<file path="src/rtl/timer_pkg.sv">
package timer_pkg;
    localparam int TMR_W   = 32;
    localparam int N_LINES = 8;

    typedef enum logic {
        SEL_COUNT   = 1'b0,
        SEL_COMPARE = 1'b1
    } reg_sel_e;
endpackage

</file>
<file path="src/rtl/timer_counter.sv">
module timer_counter #(
    parameter int W = timer_pkg::TMR_W
) (
    input  logic         clk,
    input  logic         rst_n,
    input  logic         tick_en,
    input  logic         freeze,
    input  logic         load_en,
    input  logic [W-1:0] load_val,
    output logic [W-1:0] count_q,
    output logic [W-1:0] count_d,
    output logic         count_moved
);
    typedef struct packed {
        logic [W-1:0] count;
    } cnt_state_t;

    cnt_state_t st_d, st_q;
    logic       step;

    always_comb begin
        st_d        = st_q;
        step        = tick_en && !freeze;
        count_moved = 1'b0;
        if (load_en) begin
            st_d.count  = load_val;
            count_moved = 1'b1;
        end else if (step) begin
            st_d.count  = st_q.count + W'(1);
            count_moved = 1'b1;
        end
    end

    always_ff @(posedge clk or negedge rst_n) begin
        if (!rst_n) st_q <= '0;
        else        st_q <= st_d;
    end

    assign count_q = st_q.count;
    assign count_d = st_d.count;


    freeze_hold_chk: assert property (@(posedge clk) disable iff (!rst_n)
        (freeze && !load_en) |=> $stable(count_q));


    single_step_chk: assert property (@(posedge clk) disable iff (!rst_n)
        (!load_en && tick_en && !freeze) |=> (count_q == $past(count_q) + W'(1)));


    load_value_chk: assert property (@(posedge clk) disable iff (!rst_n)
        load_en |=> (count_q == $past(load_val)));
endmodule

</file>
<file path="src/rtl/timer_match.sv">
module timer_match #(
    parameter int W = timer_pkg::TMR_W
) (
    input  logic         clk,
    input  logic         rst_n,
    input  logic         rev2_mode,
    input  logic         cmp_wr,
    input  logic [W-1:0] cmp_val,
    input  logic [W-1:0] count_d,
    input  logic         count_moved,
    output logic [W-1:0] compare_q,
    output logic         irq_active,
    output logic         pending
);
    typedef struct packed {
        logic [W-1:0] compare;
        logic         active;
        logic         pend;
    } match_state_t;

    match_state_t st_d, st_q;
    logic         hit;

    always_comb begin
        st_d = st_q;
        hit  = count_moved && (count_d == st_q.compare);
        if (cmp_wr) begin
            st_d.compare = cmp_val;
            st_d.active  = 1'b0;
            if (rev2_mode) st_d.pend = 1'b0;
        end else if (hit) begin
            st_d.active = 1'b1;
            if (rev2_mode) st_d.pend = 1'b1;
        end
    end

    always_ff @(posedge clk or negedge rst_n) begin
        if (!rst_n) st_q <= '0;
        else        st_q <= st_d;
    end

    assign compare_q  = st_q.compare;
    assign irq_active = st_q.active;
    assign pending    = st_q.pend;


    irq_sticky_chk: assert property (@(posedge clk) disable iff (!rst_n)
        (irq_active && !cmp_wr) |=> irq_active);


    ack_clears_chk: assert property (@(posedge clk) disable iff (!rst_n)
        cmp_wr |=> !irq_active);


    pend_strap_chk: assert property (@(posedge clk) disable iff (!rst_n)
        $rose(pending) |-> $past(rev2_mode));


    no_spurious_chk: assert property (@(posedge clk) disable iff (!rst_n)
        (!irq_active && !count_moved) |=> !irq_active);
endmodule

</file>
<file path="src/rtl/timer_irq_route.sv">
module timer_irq_route #(
    parameter int LINES = timer_pkg::N_LINES,
    localparam int SW   = $clog2(LINES)
) (
    input  logic             active,
    input  logic [SW-1:0]    line_sel,
    output logic [LINES-1:0] irq_out
);
    for (genvar i = 0; i < LINES; i++) begin : g_line
        assign irq_out[i] = active && (line_sel == SW'(i));
    end


    always_comb begin
        onehot_line_chk: assert ($onehot0(irq_out));
    end
endmodule

</file>
<file path="src/rtl/interval_timer.sv">
module interval_timer #(
    parameter int W     = timer_pkg::TMR_W,
    parameter int LINES = timer_pkg::N_LINES,
    localparam int SW   = $clog2(LINES)
) (
    input  logic             clk,
    input  logic             rst_n,
    input  logic             tick_en,
    input  logic             freeze,
    input  logic [SW-1:0]    line_sel,
    input  logic             rev2_mode,
    input  logic             wr_en,
    input  logic             wr_sel,
    input  logic [W-1:0]     wr_data,
    input  logic             rd_sel,
    output logic [W-1:0]     rd_data,
    output logic [LINES-1:0] irq_out,
    output logic             timer_pending
);
    import timer_pkg::*;

    logic [W-1:0] count_q, count_d, compare_q;
    logic         count_moved, irq_active, cnt_wr, cmp_wr;

    assign cnt_wr = wr_en && (reg_sel_e'(wr_sel) == SEL_COUNT);
    assign cmp_wr = wr_en && (reg_sel_e'(wr_sel) == SEL_COMPARE);

    timer_counter #(.W(W)) u_cnt (
        .clk(clk), .rst_n(rst_n), .tick_en(tick_en), .freeze(freeze),
        .load_en(cnt_wr), .load_val(wr_data),
        .count_q(count_q), .count_d(count_d), .count_moved(count_moved)
    );

    timer_match #(.W(W)) u_match (
        .clk(clk), .rst_n(rst_n), .rev2_mode(rev2_mode),
        .cmp_wr(cmp_wr), .cmp_val(wr_data),
        .count_d(count_d), .count_moved(count_moved),
        .compare_q(compare_q), .irq_active(irq_active), .pending(timer_pending)
    );

    timer_irq_route #(.LINES(LINES)) u_route (
        .active(irq_active), .line_sel(line_sel), .irq_out(irq_out)
    );

    assign rd_data = (reg_sel_e'(rd_sel) == SEL_COMPARE) ? compare_q : count_q;


    read_mux_chk: assert property (@(posedge clk) disable iff (!rst_n)
        (rd_sel && $stable(rd_sel) && !$past(cmp_wr)) |-> $stable(rd_data));
endmodule

</file>
<file path="config.mk">
export PLATFORM = sky130hd
export DESIGN_NAME = interval_timer
export DESIGN_NICKNAME = d
export VERILOG_FILES = /design/src/rtl/timer_pkg.sv /design/src/rtl/timer_counter.sv /design/src/rtl/timer_match.sv /design/src/rtl/timer_irq_route.sv /design/src/rtl/interval_timer.sv
export SDC_FILE = /design/constraint.sdc
export NUM_CORES = 1
export LEC_CHECK = 0
export ABC_AREA = 0
export BUFFER_PORTS_ARGS = -buffer_cell sky130_fd_sc_hd__buf_4
export CORE_MARGIN = 3
export CORE_UTILIZATION = 45
export CTS_BUF_LIST = sky130_fd_sc_hd__clkbuf_16
export DETAILED_ROUTE_END_ITERATION = 7
export GPL_ROUTABILITY_DRIVEN = 0
export PLACE_DENSITY = 0.72
export SLEW_MARGIN = 20
export SYNTH_ARGS = -nofsm -noshare
export SYNTH_HDL_FRONTEND = slang
export SYNTH_SLANG_ARGS = --single-unit
</file>
<file path="constraint.sdc">
create_clock -name clk -period 3.4 [get_ports clk]
set_input_delay 1.02 -clock clk [delete_from_list [all_inputs] [get_ports clk]]
set_output_delay 1.02 -clock clk [all_outputs]
set_load 0.03 [all_outputs]
</file>
==> flow_summary.ini <==
[worst_hold_path]
holdPathStages = 1
worstHoldPathType = flop to flop

[yosys]
synth_top_area_share = 0.326
synth_most_common_cell = dfrtp_1
yosys_warnings = 0
yosys.area.top_type = dfrtp_1
synth_top_cells_by_area = dfrtp_1 33%, mux2_2 11%, xnor2_1 5.7%
syn_nets = 634
synthCells = 590
synth_common_cells = 66 x dfrtp_1, 64 x nand2_1, 49 x mux2_2
synth_flop_cell = dfrtp_1
yosysSeqAreaShare = 0.326
postSynthAreaPerCell_um2 = 8.60
synthDistinctLibCells = 65
synth_edf_count = 0
ys_ff_latch = 66
syn_area_um2 = 5070
synthArstFlopShare = 1.00

[run]
cap_violations = 0

[cells_and_area]
antenna_cells = 0
nNetsFinal = 723
fillerInstances = 1006
drive_gt1_frac = 0.285
instances_no_fill = 824
post-route-util = 0.583
regArea_um2 = 1650
syn_to_final_growth_pct = 25.7
multiInputGateArea_um2 = 3210

[sta]
holdWs_ns = 0.553
maxSlewHeadroom = 0.414
max_freq_mhz = 309
rsz0062_at_grt = false
hold_viol = 0
skew_ns = 0.00465
min_period_ns = 3.24
fin_crit_sh = 0.953
tightestPinTransition_ns = 0.878
setup_violations = 0
slew_violations = 0

[clock_tree]
cts_inserted_buffers = 9
clk_latency_ns = 0.34
cts.sinks = 66
cts_tree = yes
clk_pin_slew_ns = 0.06
cts_setup_buffers = 0
cts_root_buf = clkbuf_16
cts.path.max_buffers = 2
htree_num_levels = 3

[critical_path]
critPathCaptureType = flop
critPathArrivalTime_ns = 3.49
r2r_cells = 8
critPathMaxFanout = 6
cp-start-kind = input port
setup.worst_path.class = input port to flop
critical_path_required_ns = 3.65

[die]
initial_core_util = 0.464
die_w_um = 112
die_h_um = 112
die-area_um2 = 12600
pin_count = 84
coreArea_um2 = 10900
rows = 38

[pwr]
p_int_mw = 2.06
swShare = 0.363
power-per-cell-area_nw_per_um2 = 507
switchingPower_mw = 1.17
p_total_mw = 3.23
power_frac_comb = 0.323
seqPwrFrac = 0.341
p_leak_nw = 2.58
ir_drop_v = 0.000263
clock_power_share = 0.336

[route]
antenna_left = 0
route.detailed.drc = 0
via_per_inst = 6.30
drt-total-wl_mm = 16.8
post_drt_wl_per_cell_um = 20.4
drt_iter0_drc = 604
firstDrtPassIters = 6
vias = 5189

[grt]
grt_pass1_wl_mm = 26.9
antenna_found_initial = 0
grt_pass1_vias = 4936
overflow = 0
grt.total_usage = 0.265
grt_max_degree = 67

[placed_design]
dpl.cell_count = 808
place.detailed.hpwl_mm = 12.5
io_buffers = 83

[status]
status = complete, no violations
## flip-flops by register name (all words and copies together) (netlist names)
signal              flops
u_cnt.count_q          32
u_match.pending         1
u_match.compare_q      32
u_match.irq_active      1
## cell usage in the layout (no fill, tap or decap), drive strengths merged, types with 4 or more instances in the layout
| cell type | netlist | layout |
|---|---|---|
| buf | 7 | 117 |
| dfrtp | 66 | 66 |
| nand2 | 64 | 64 |
| mux2 | 50 | 50 |
| o21ai | 44 | 44 |
| nor2 | 37 | 37 |
| xnor2 | 33 | 33 |
| a21oi | 24 | 24 |
| xor2 | 23 | 23 |
| nand4 | 22 | 22 |
| inv | 20 | 20 |
| nor4 | 19 | 19 |
| nand3 | 17 | 17 |
| nor3 | 17 | 17 |
| clkbuf | 32 | 9 |
| nor2b | 9 | 9 |
| nand2b | 8 | 8 |
| and3 | 7 | 7 |
| a31oi | 7 | 7 |
| a211oi | 5 | 5 |
| a2111oi | 5 | 5 |
| and4 | 4 | 4 |
| and2 | 4 | 4 |
| or3 | 4 | 4 |
| a311oi | 4 | 4 |
| o22ai | 4 | 4 |
| o221ai | 4 | 4 |
| a32oi | 4 | 4 |
| clkinv | 0 | 4 |
## metrics by stage
stage	instance area (µm²)	setup WS (ns)	TNS, ns
after floorplan	5070	0.236	0
after global placement	6020	-0.177	-0.306
after detailed placement	6020	-0.221	-0.383
after CTS	6360	0.125	0
after global routing	6370	0.0615	0
final	6370	0.161	0
## logic make-up (layout without fill, tap and decap cells)
| family | count (synthesis) | after routing | share of synthesized area |
|---|---|---|---|
| buf+inv | 59 | 153 | 0.0454 |
| fa+ha+maj | 1 | 1 | 0.00247 |
| flops | 66 | 66 | 0.326 |
| xor+xnor | 57 | 57 | 0.101 |
| mux | 53 | 53 | 0.118 |
| simple gates | 226 | 226 | 0.240 |
| compound gates | 128 | 128 | 0.168 |
## what timing repair did
action,in CTS,in global routing
resized for setup,0,1
setup endpoints to repair,0,2
hold buffers,0,0
## power by group through the flow
stage / Combinational [mW] / Clock (mW) / Sequential (mW)
floorplan: 0.728 / 0 / 1.01
detailed placement: 1.02 / 0 / 1.11
CTS: 1.03 / 1.09 / 1.09
global placement: 1.01 / 0 / 1.10
finish: 1.04 / 1.09 / 1.10
global route: 1.12 / 1.12 / 1.12
## routing by layer
| metal | vias up | wire [µm] | GRT usage |
|---|---|---|---|
| met1 | 2471 | 6990 | 0.363 |
| met3 | 61 | 1520 | 0.0555 |
| met5 | - | 0 | 0 |
| met2 | 302 | 7720 | 0.414 |
| met4 | 0 | 590 | 0.0970 |
| li1 | 2355 | - | - |
## path summary, 6_finish.rpt
check / from / endpoint / slack, ns
setup / recovery: freeze / u_match.irq_active$_DFFE_PN0P_ / 0.16
min in group asynchronous: rst_n / u_match.compare_q[21]$_DFFE_PN0P_ / 0.79
hold / removal: u_match.compare_q[4]$_DFFE_PN0P_ / u_match.compare_q[4]$_DFFE_PN0P_ / 0.55
max in group asynchronous: rst_n / u_cnt.count_q[15]$_DFF_PN0_ / 2.01
setup reg to reg: u_cnt.count_q[14]$_DFF_PN0_ / u_match.irq_active$_DFFE_PN0P_ / 0.36
hold reg to reg: u_match.compare_q[4]$_DFFE_PN0P_ / u_match.compare_q[4]$_DFFE_PN0P_ / 0.55
## final cells by class
type / instances / share of cell area
Clock buffer: 9 / 0.0353
Inverter: 20 / 0.0118
Clock inverter: 7 / 0.0185
Timing Repair Buffer: 117 / 0.144
Tap cell: 140 / 0.0275
Multi-Input combinational cell: 465 / 0.504
Sequential cell: 66 / 0.259
## critical path: stages
cell,delay [ns]
buf_4,0.11
buf_4,0.12
nand4b_4,0.23
buf_4,0.20
nor4_2,0.31
buf_4,0.20
xnor2_1,0.06
a31oi_1,0.18
o221ai_1,0.27
a2111oi_4,0.38
a31oi_1,0.17
a211oi_2,0.23
(Power assumes the default switching activity.)
